`src/rtl/wq_pkg.sv`:
```
package wq_pkg;
  typedef enum logic [1:0] {
    QS_HOLD = 2'd0,
    QS_IDLE = 2'd1,
    QS_ARM  = 2'd2,
    QS_QUAL = 2'd3
  } qual_state_t;
endpackage

```
`src/rtl/wq_pipe.sv`:
```
module wq_pipe #(
  parameter int          WIDTH   = 1,
  parameter int          STAGES  = 2,
  parameter logic        RST_VAL = 1'b0
) (
  input  logic             clk,
  input  logic             rst,
  input  logic [WIDTH-1:0] din,
  output logic [WIDTH-1:0] dout
);
  logic [WIDTH-1:0] stage_q [STAGES];

  genvar s;
  generate
    for (s = 0; s < STAGES; s++) begin : g_stage
      always_ff @(posedge clk) begin
        if (rst) stage_q[s] <= {WIDTH{RST_VAL}};
        else if (s == 0) stage_q[s] <= din;
        else stage_q[s] <= stage_q[(s == 0) ? 0 : s-1];
      end
    end
  endgenerate

  assign dout = stage_q[STAGES-1];
endmodule

```
`src/rtl/wq_settle.sv`:
```
module wq_settle #(
  parameter int SETTLE_CYC = 64
) (
  input  logic clk,
  input  logic rst,
  output logic settled
);
  localparam int CNT_W = $clog2(SETTLE_CYC + 1);

  logic [CNT_W-1:0] cnt_q;

  always_ff @(posedge clk) begin
    if (rst) begin
      cnt_q   <= '0;
      settled <= 1'b0;
    end else if (!settled) begin
      if (cnt_q == CNT_W'(SETTLE_CYC - 1)) settled <= 1'b1;
      cnt_q <= cnt_q + 1'b1;
    end
  end
endmodule

```
`src/rtl/wq_qual.sv`:
```
module wq_qual
  import wq_pkg::*;
#(
  parameter int ADDR_W  = 18,
  parameter int DATA_W  = 8,
  parameter int MIN_LOW = 4
) (
  input  logic              clk,
  input  logic              rst,
  input  logic              settled,
  input  logic              cs_s,
  input  logic              we_s,
  input  logic              rd_s,
  input  logic [ADDR_W-1:0] addr_d,
  input  logic [DATA_W-1:0] data_d,
  output logic              wr_valid,
  output logic [ADDR_W-1:0] wr_addr,
  output logic [DATA_W-1:0] wr_data
);
  localparam int   CNT_W    = $clog2(MIN_LOW + 1);
  localparam logic ONE_SHOT = (MIN_LOW <= 1);

  qual_state_t      state_q;
  logic [CNT_W-1:0] cnt_q;
  logic             wr_cond;
  logic             released;

  // write combination seen in the clock domain, only once settled
  assign wr_cond  = settled & ~cs_s & ~we_s & rd_s;
  assign released = cs_s & we_s;

  always_ff @(posedge clk) begin
    if (rst) begin
      state_q  <= QS_HOLD;
      cnt_q    <= '0;
      wr_valid <= 1'b0;
      wr_addr  <= '0;
      wr_data  <= '0;
    end else begin
      wr_valid <= 1'b0;
      case (state_q)
        QS_HOLD: begin
          if (settled && released) state_q <= QS_IDLE;
        end
        QS_IDLE: begin
          if (wr_cond) begin
            if (ONE_SHOT) begin
              state_q <= QS_QUAL;
              wr_addr <= addr_d;
              wr_data <= data_d;
            end else begin
              state_q <= QS_ARM;
              cnt_q   <= CNT_W'(1);
            end
          end
        end
        QS_ARM: begin
          if (!wr_cond) begin
            state_q <= QS_HOLD;
          end else if (cnt_q == CNT_W'(MIN_LOW - 1)) begin
            state_q <= QS_QUAL;
            wr_addr <= addr_d;
            wr_data <= data_d;
          end else begin
            cnt_q <= cnt_q + 1'b1;
          end
        end
        QS_QUAL: begin
          if (!rd_s) begin
            state_q <= QS_HOLD;
          end else if (released) begin
            wr_valid <= 1'b1;
            state_q  <= QS_IDLE;
          end
        end
        default: state_q <= QS_HOLD;
      endcase
    end
  end
endmodule

```
`src/rtl/wr_qual_top.sv`:
```
module wr_qual_top #(
  parameter int ADDR_W      = 18,
  parameter int DATA_W      = 8,
  parameter int SYNC_STAGES = 2,
  parameter int MIN_LOW     = 4,
  parameter int SETTLE_CYC  = 64
) (
  input  logic              clk,
  input  logic              rst,
  input  logic              cs_n,
  input  logic              we_n,
  input  logic              rd_en_n,
  input  logic [ADDR_W-1:0] bus_addr,
  input  logic [DATA_W-1:0] bus_data,
  output logic              wr_valid,
  output logic [ADDR_W-1:0] wr_addr,
  output logic [DATA_W-1:0] wr_data
);
  localparam int BUS_W = ADDR_W + DATA_W;

  logic [2:0]       ctl_s;
  logic             cs_s;
  logic             we_s;
  logic             rd_s;
  logic             settled;
  logic [BUS_W-1:0] bus_d;

  // control strobes: synchroniser, idle value high
  wq_pipe #(.WIDTH(3), .STAGES(SYNC_STAGES), .RST_VAL(1'b1)) u_ctl_sync (
    .clk (clk),
    .rst (rst),
    .din ({cs_n, we_n, rd_en_n}),
    .dout(ctl_s)
  );

  // address/data delayed to line up with the strobes
  wq_pipe #(.WIDTH(BUS_W), .STAGES(SYNC_STAGES), .RST_VAL(1'b0)) u_bus_dly (
    .clk (clk),
    .rst (rst),
    .din ({bus_addr, bus_data}),
    .dout(bus_d)
  );

  assign cs_s = ctl_s[2];
  assign we_s = ctl_s[1];
  assign rd_s = ctl_s[0];

  wq_settle #(.SETTLE_CYC(SETTLE_CYC)) u_settle (
    .clk    (clk),
    .rst    (rst),
    .settled(settled)
  );

  wq_qual #(.ADDR_W(ADDR_W), .DATA_W(DATA_W), .MIN_LOW(MIN_LOW)) u_qual (
    .clk     (clk),
    .rst     (rst),
    .settled (settled),
    .cs_s    (cs_s),
    .we_s    (we_s),
    .rd_s    (rd_s),
    .addr_d  (bus_d[BUS_W-1:DATA_W]),
    .data_d  (bus_d[DATA_W-1:0]),
    .wr_valid(wr_valid),
    .wr_addr (wr_addr),
    .wr_data (wr_data)
  );
endmodule

```
`config.mk`:
```
export PLATFORM = sky130hd
export DESIGN_NAME = wr_qual_top
export DESIGN_NICKNAME = d
export VERILOG_FILES = /design/src/rtl/wq_pkg.sv /design/src/rtl/wq_pipe.sv /design/src/rtl/wq_settle.sv /design/src/rtl/wq_qual.sv /design/src/rtl/wr_qual_top.sv
export SDC_FILE = /design/constraint.sdc
export NUM_CORES = 1
export LEC_CHECK = 0
export ABC_AREA = 1
export BUFFER_PORTS_ARGS = -buffer_cell sky130_fd_sc_hd__buf_4
export CAP_MARGIN = 30
export CORE_MARGIN = 10
export CORE_UTILIZATION = 54
export DETAILED_ROUTE_END_ITERATION = 16
export PLACE_DENSITY = 0.88
export SLEW_MARGIN = 20
export SYNTH_ARGS = -nofsm -noshare
export SYNTH_HDL_FRONTEND = slang
export SYNTH_HIERARCHICAL = 1
export SYNTH_SLANG_ARGS = --single-unit
```
`constraint.sdc`:
```
create_clock -name clk -period 1.69 [get_ports clk]
set_clock_uncertainty 0.15 [all_clocks]
set_input_delay 0.338 -clock clk [delete_from_list [all_inputs] [get_ports clk]]
set_output_delay 0.338 -clock clk [all_outputs]
set_load 0.05 [all_outputs]
```
==> results of run 1 <==
==> critical path, cell delays in order (launching register included) <==
cell     delay [ns]
dfxtp_1        0.37
ha_1           0.17
ha_2           0.22
nand3_4        0.17
buf_4          0.21
o21ai_0        0.16
nor2_1         0.06
==> cell usage after synthesis, drive strengths merged <==
cell type,instances,area (µm²)
inv,79,302
nand4,2,12.5
nand2,34,133
nor3,2,10.0
dfxtp,98,1960
buf,11,116
nand3,8,62.6
clkbuf,1,3.75
xor2,1,8.76
nand3b,1,7.51
o21ai,30,150
ha,3,37.5
o21a,2,15.0
a21oi,7,35.0
nor2,123,492
==> layout make-up <==
cell class	count	area, µm²	share of cell area
inverter	79	302	0.0754
clock buffer	12	145	0.0363
sequential	98	1960	0.491
multi-input combinational	214	978	0.245
clock inverter	4	51.3	0.0128
tap	75	93.8	0.0235
timing repair buffer	62	465	0.116
==> per-stage QoR <==
step	setup slack (ns)	cell area (µm²)	hold slack, ns	utilization	power (mW)
3_3_place_gp	0.102	3790	0.242	0.636	2.71
5_1_grt	0.00555	4000	0.00974	0.671	4.30
2_1_floorplan	0.244	3350	0.230	-	2.63
4_1_cts	0.0261	3980	0.00140	0.669	4.17
3_5_place_dp	0.0285	3790	0.243	0.636	2.72
6_report	0.0998	4000	0.0173	0.671	4.14
==> routing by layer <==
layer	up-vias	wire (µm)
li1	1313	-
met1	1090	2730
met2	68	3280
met3	16	310
met4	0	163
met5	-	0
==> power by group through the flow <==
stage	Combinational (mW)	Clock (mW)	Sequential [mW]
3_5_place_dp	0.256	0	2.47
2_1_floorplan	0.172	0	2.46
6_report	0.264	1.46	2.41
4_1_cts	0.259	1.49	2.41
3_3_place_gp	0.241	0	2.47
5_1_grt	0.302	1.58	2.42
==> registers in the layout, indices dropped and copies added, names as in the netlist <==
signal / flops
u_settle/cnt_q: 7
u_qual/wr_addr: 18
u_qual/state_q: 2
u_ctl_sync/stage_q: 6
u_qual/cnt_q: 3
u_bus_dly/stage_q: 52
u_qual/wr_valid: 1
u_qual/wr_data: 8
u_settle/settled: 1
==> logic make-up after synthesis <==
kind of cell,share of synthesized area
XOR/XNOR,0.00262
AO/OA/AOI/OAI,0.0598
flip-flops,0.586
buffers and inverters,0.126
adder cells (fa/ha/maj),0.0112
AND/OR/NAND/NOR,0.214
==> repair_timing <==
action,CTS,global route
gates resized for setup,0,2
buffers inserted,0,0
setup endpoints to repair,0,18
==> worst max path at each step <==
stage / start / end / slack (ns) / cells after the start
3_3_place_gp: u_qual/cnt_q[0]$_SDFFE_PP0P_ / u_qual/wr_addr[5]$_SDFFE_PP0P_ / 0.10 / 6
6_report: u_qual/cnt_q[0]$_SDFFE_PP0P_ / u_qual/wr_addr[5]$_SDFFE_PP0P_ / 0.1 / 6
4_1_cts: u_qual/cnt_q[0]$_SDFFE_PP0P_ / u_qual/wr_addr[5]$_SDFFE_PP0P_ / 0.03 / 6
3_5_place_dp: u_qual/cnt_q[0]$_SDFFE_PP0P_ / u_qual/wr_addr[5]$_SDFFE_PP0P_ / 0.03 / 6
5_1_grt: u_qual/cnt_q[0]$_SDFFE_PP0P_ / u_qual/wr_addr[5]$_SDFFE_PP0P_ / 0.006 / 6
2_1_floorplan: u_settle/settled$_SDFF_PP0_ / u_qual/wr_addr[6]$_SDFFE_PP0P_ / 0.24 / 6
==> cell usage in the layout (no fill, tap or decap), types with 3 or more instances in the layout <==
| master | netlist | final |
|---|---|---|
| nor2_1 | 117 | 116 |
| nand3_2 | 2 | 3 |
| clkbuf_8 | 0 | 10 |
| nor2_2 | 3 | 4 |
| o21ai_1 | 10 | 10 |
| buf_4 | 0 | 62 |
| nand2_1 | 32 | 32 |
| dfxtp_1 | 98 | 98 |
| a21oi_1 | 7 | 7 |
| inv_1 | 76 | 76 |
| o21ai_0 | 20 | 20 |
| nand3_1 | 5 | 5 |
| nor2_4 | 3 | 3 |
==> flow_summary_export.csv, run 1 <==
group,metric,value,unit
clock_network,cts_inserted_buffers,9,
sta,fmaxAchievable,629,MHz
synthesis,post_synth.cell_area_avg,8.33,µm²
flow_run,drv_cap,0,
die,fp.dieArea,0.00975,mm²
routing,route.detailed.wl_per_inst,11.9,µm
routing,drtPass1Iterations,4,
routing,wirelength,6.48,mm
die,fp.dieH,98.7,µm
sta,timing.final.hold_violations,0,
setup_path,reg2reg_slack,0.1,ns
grt,grt_start_max_net_pins,35,
min_path,holdPathEnd,"u_ctl_sync/stage_q[0][2]$_SDFF_PP1_",
pwr,worst_ir_drop_vdd,0.000548,V
synthesis,synthDistinctLibCells,24,
final_layout,layoutNonFillerInstCount,544,
min_path,min_delay_path_depth,3,
synthesis,yosysSeqAreaShare,0.586,
synthesis,syn_nets,436,
synthesis,synth_seq_cells,98,
die,io_pins,58,
final_layout,final_net_count,498,
routing,antenna_violating_nets_remaining,0,
final_layout,fill_cells,480,
sta,rsz0062_at_grt,"no",
clock_network,cts.root.buffer_cell,"clkbuf_8",
pwr,total_switching_power,0.918,mW
clock_network,numClockSinks,98,
clock_network,tritoncts,"yes",
placement,io_buffer_count,57,
setup_path,rr_startpoint,"u_qual/cnt_q[0]$_SDFFE_PP0P_",
routing,iteration_0_drc_count_of_the_detailed_router,111,
grt,grt_first_pass_wirelength,10.8,mm
setup_path,endpoint_kind,"flop",
die,dieWidth,98.7,µm
grt,grt_use_total,0.133,
grt,met3_track_demand_over_resource_in_global_routing,0.0328,
sta,max_slew.worst_pin.slew,0.351,ns
routing,drt_drc_violations_left,0,
placement,post-place-cells,527,
sta,timing.final.max_slew_violations,0,
clock_network,holdBufCountCts,0,
die,initial_utilization,0.562,
grt,antenna_violations_before_repair,0,
pwr,static_leakage_power,1.92,nW
pwr,power_frac_comb,0.064,
pwr,switching_share,0.222,
pwr,internal_dissipation,3.22,mW
final_layout,area.growth.synth_to_final,19.4,%
sta,fin_setup_tns,0,ns
placement,detailedPlacementHpwl,4.69,mm
setup_path,worstPathArrival,1.69,ns
synthesis,yosysWarnings,6,
die,core,0.00596,mm²
setup_path,crit_path_max_fanout,11,
sta,setup_viol_count_final,0,
setup_path,critical_path_class,"reg2reg",
grt,via_count_of_the_first_global_routing_pass,2477,
grt,grt.overflow.total,0,
placement,finalWeightedCongestion,0.799,
synthesis,cell_count_after_synthesis,402,
sta,final_period_util,0.941,
clock_network,clk_latency,0.35,ns
grt,met1_usage,0.141,
final_layout,drive_gt1_frac,0.198,
routing,via_count,2487,
pwr,pwr-share-seq,0.583,
clock_network,clock_tree.htree_level_count,3,
grt,globalRouteMet2Util,0.236,
final_layout,antenna_cells_inserted,0,
outcome,status,"finished clean",
pwr,power.density_cell_area,1040,mW/mm²
sta,worst_slew_margin_rel,0.763,
setup_path,rr_endpoint,"u_qual/wr_addr[5]$_SDFFE_PP0P_",
setup_path,reg2regPathDepth,6,
clock_network,clock_path_buffers,2,
min_path,classification_of_the_worst_slack_hold_path,"in2reg",
die,rows,28,
routing,routed_via_density,4.57,
sta,clock_period_minus_final_worst_setup_slack,1.59,ns
min_path,hold_path_startpoint,"cs_n",
clock_network,clock_pin_slew_reported_for_the_worst_setup_and_hold_paths_after_clock_tree_synthesis,0.09,ns
pwr,pwr-share-clk,0.353,
grt,top_usage_layer,"met2",
setup_path,required_arrival_time_at_the_worst_endpoint,1.79,ns
synthesis,synth.cell_area,0.00335,mm²
setup_path,critical_path.startpoint_type,"flop",
Note: power is estimated with default switching activity, not from simulation.
==> run 2: changes to the inputs <==
- PLACE_DENSITY: 0.88 -> 0.85
==> run 2 against run 1 <==
Against the previous run:
- clock power is 9.6% lower
- final cell count is 0.18% higher
- sequential share of layout area is 0.077 points lower
- count of clock-buffer cells in the layout is 3 lower
- total power is 3.5% lower
- sequential power hardly changed
- cell area is 0.16% higher
- register-to-register slack better by 0.08 ns
- hold slack better by 0.010 ns
- combinational power hardly changed
- sequential cell count stayed put
==> flow_summary_export.csv, run 2 (synthesis results as in run 1) <==
group,metric,value,unit
outcome,status,"finished clean",
final_layout,drive_gt1_frac,0.202,
die,fp.dieH,98.7,µm
pwr,design_power_total,4.00,mW
final_layout,area.growth.synth_to_final,19.6,%
clock_network,clk_latency,0.35,ns
min_path,hold_path_startpoint,"bus_data[4]",
setup_path,crit_path_max_fanout,3,
grt,met3_track_demand_over_resource_in_global_routing,0.0349,
setup_path,endpoint_kind,"flop",
setup_path,path_delay_family,"simple AND/OR/NAND/NOR gates",
grt,via_count_of_the_first_global_routing_pass,2377,
placement,detailedPlacementHpwl,4.39,mm
setup_path,crit_path_top_cell_by_count,"nand2_1",
routing,via_count,2465,
pwr,worst_ir_drop_vdd,0.000598,V
routing,drt_drc_violations_left,0,
final_layout,largest_register_ff_count,52,
sta,fmaxAchievable,661,MHz
grt,globalRouteMet2Util,0.230,
clock_network,clock_path_buffers,2,
grt,grt_use_total,0.129,
grt,grt_first_pass_wirelength,10.3,mm
grt,met1_usage,0.127,
die,core,0.00596,mm²
grt,top_usage_layer,"met2",
final_layout,mostFrequentLayoutCells,"nor2_1, dfxtp_1, inv_1",
die,rows,28,
pwr,static_leakage_power,1.91,nW
sta,fin_setup_tns,0,ns
routing,drtPass1Iterations,5,
placement,finalWeightedCongestion,0.878,
min_path,classification_of_the_worst_slack_hold_path,"in2reg",
sta,rsz0062_at_grt,"no",
sta,setup_viol_count_final,0,
setup_path,crit_path_top_delay_cell,"dfxtp_1",
grt,grt_start_max_net_pins,34,
final_layout,layout.cell_area.non_filler,0.00400,mm²
final_layout,utilization,0.672,
final_layout,fill_cells,502,
sta,worst_slew_margin_rel,0.786,
die,dieWidth,98.7,µm
clock_network,cts_inserted_buffers,9,
placement,post_dp_cell_area,0.00378,mm²
setup_path,worstPathArrival,1.65,ns
final_layout,layout_commonest_cell,"nor2_1",
setup_path,rr_startpoint,"u_qual/cnt_q[0]$_SDFFE_PP0P_",
setup_path,cp.buffers_inverters,1,
setup_path,reg2regPathDepth,8,
routing,iteration_0_drc_count_of_the_detailed_router,118,
grt,grt.overflow.total,0,
sta,clock_period_minus_final_worst_setup_slack,1.51,ns
flow_run,drv_cap,0,
clock_network,clock_tree.htree_level_count,3,
final_layout,registers.top_by_ff_count,"u_bus_dly/stage_q",
placement,pre_cts_ws,0.00303,ns
routing,wirelength,6.17,mm
sta,max_slew.worst_pin.slew,0.321,ns
setup_path,reg2reg_slack,0.18,ns
clock_network,clock_pin_slew_reported_for_the_worst_setup_and_hold_paths_after_clock_tree_synthesis,0.09,ns
sta,timing.final.max_slew_violations,0,
grt,antenna_violations_before_repair,0,
setup_path,crit_chain,"ha_2, ha_4, inv_1, nand2_1, nand2_1, nand2_1, nand2_1, a21oi_1",
final_layout,antenna_cells_inserted,0,
clock_network,cts.root.buffer_cell,"clkbuf_8",
routing,antenna_violating_nets_remaining,0,
routing,routed_via_density,4.52,
die,fp.dieArea,0.00975,mm²
sta,timing.final.hold_violations,0,
setup_path,cpPeakStageDelay,0.36,ns
pwr,power.density_cell_area,998,mW/mm²
setup_path,required_arrival_time_at_the_worst_endpoint,1.83,ns
setup_path,setup.worst_path.start,"u_qual/cnt_q[0]$_SDFFE_PP0P_",
die,initial_utilization,0.562,
sta,timing.final.ws_setup,0.177,ns
min_path,holdPathEnd,"u_bus_dly/stage_q[0][4]$_SDFF_PP0_",
setup_path,critical_path.startpoint_type,"flop",
min_path,min_delay_path_depth,3,
placement,io_buffer_count,57,
final_layout,largestRegisters,"u_bus_dly/stage_q x52, u_qual/wr_addr x18, u_qual/wr_data x8",
clock_network,numClockSinks,98,
routing,route.detailed.wl_per_inst,11.3,µm
die,io_pins,58,
clock_network,tritoncts,"yes",
sta,final_period_util,0.895,
setup_path,critical_path_class,"reg2reg",
setup_path,rr_endpoint,"u_qual/cnt_q[2]$_SDFFE_PP0P_",
final_layout,final_net_count,499,
==> run 2: cell types whose count changed in the layout (fill, tap and decap cells not counted) <==
cell | previous run | this run
buf_4 | 62 | 61
bufinv_16 | 1 | 0
clkbuf_1 | 2 | 0
clkbuf_8 | 10 | 9
clkinv_2 | 1 | 2
clkinvlp_4 | 1 | 2
dlygate4sd3_1 | 0 | 2
ha_1 | 2 | 1
ha_4 | 0 | 1
inv_6 | 1 | 2
inv_8 | 0 | 1
==> run 2: per-stage QoR <==
step | instances | hold slack [ns]
after global placement | 526 | 0.239
after detailed placement | 526 | 0.243
after CTS | 544 | 0.0119
after floorplan | 402 | 0.230
final | 545 | 0.0277
after global routing | 545 | 0.0133
==> run 2: per-layer routing <==
metal | part of all wire | vias to the layer above | wire [µm]
li1 | - | 1315 | -
met1 | 0.39 | 1069 | 2440
met2 | 0.52 | 63 | 3190
met3 | 0.054 | 18 | 334
met4 | 0.034 | 0 | 209
met5 | 0 | - | 0
==> run 2: worst reg2reg max path, stage by stage, from the launching register on <==
cell     delay (ns)
dfxtp_1        0.36
ha_2           0.21
ha_4           0.16
inv_1          0.04
nand2_1        0.12
nand2_1        0.09
nand2_1        0.10
nand2_1        0.09
a21oi_1        0.13
==> run 2: repair_timing <==
action                     CTS  global route
hold endpoints to repair     2             0
gates resized for setup      1             4
hold buffers                 2             0
setup endpoints to repair    3            30
gates cloned                 0             1
buffers inserted             0             0
pin swaps                    0             1
==> run 2: worst max-delay path by stage <==
stage | endpoint | slack, ns | depth (start not counted)
3_3_place_gp | u_qual/wr_data[5]$_SDFFE_PP0P_ | 0.12 | 6
3_5_place_dp | u_qual/wr_addr[12]$_SDFFE_PP0P_ | 0.003 | 6
5_1_grt | u_qual/cnt_q[2]$_SDFFE_PP0P_ | 0.0001 | 8
4_1_cts | u_qual/wr_addr[12]$_SDFFE_PP0P_ | 0.007 | 6
6_report | u_qual/cnt_q[2]$_SDFFE_PP0P_ | 0.18 | 8
2_1_floorplan | u_qual/wr_addr[6]$_SDFFE_PP0P_ | 0.24 | 6
==> run 2: area by class of cell <==
type                       instances  area [µm²]  share of cell area
clock inverter                     7        51.3              0.0128
multi-input combinational        214         991               0.247
inverter                          79         304              0.0759
clock buffer                       9         124              0.0309
timing repair buffer              63         478               0.119
sequential                        98        1960               0.490
tap                               75        93.8              0.0234
==> run 2: power by group <==
| part | internal [mW] | switching, mW | leakage [nW] |
|---|---|---|---|
| combinational | 0.114 | 0.149 | 1.02 |
| sequential | 2.38 | 0.0310 | 0.803 |
| clock | 0.541 | 0.777 | 0.0860 |
| total | 3.04 | 0.957 | 1.91 |
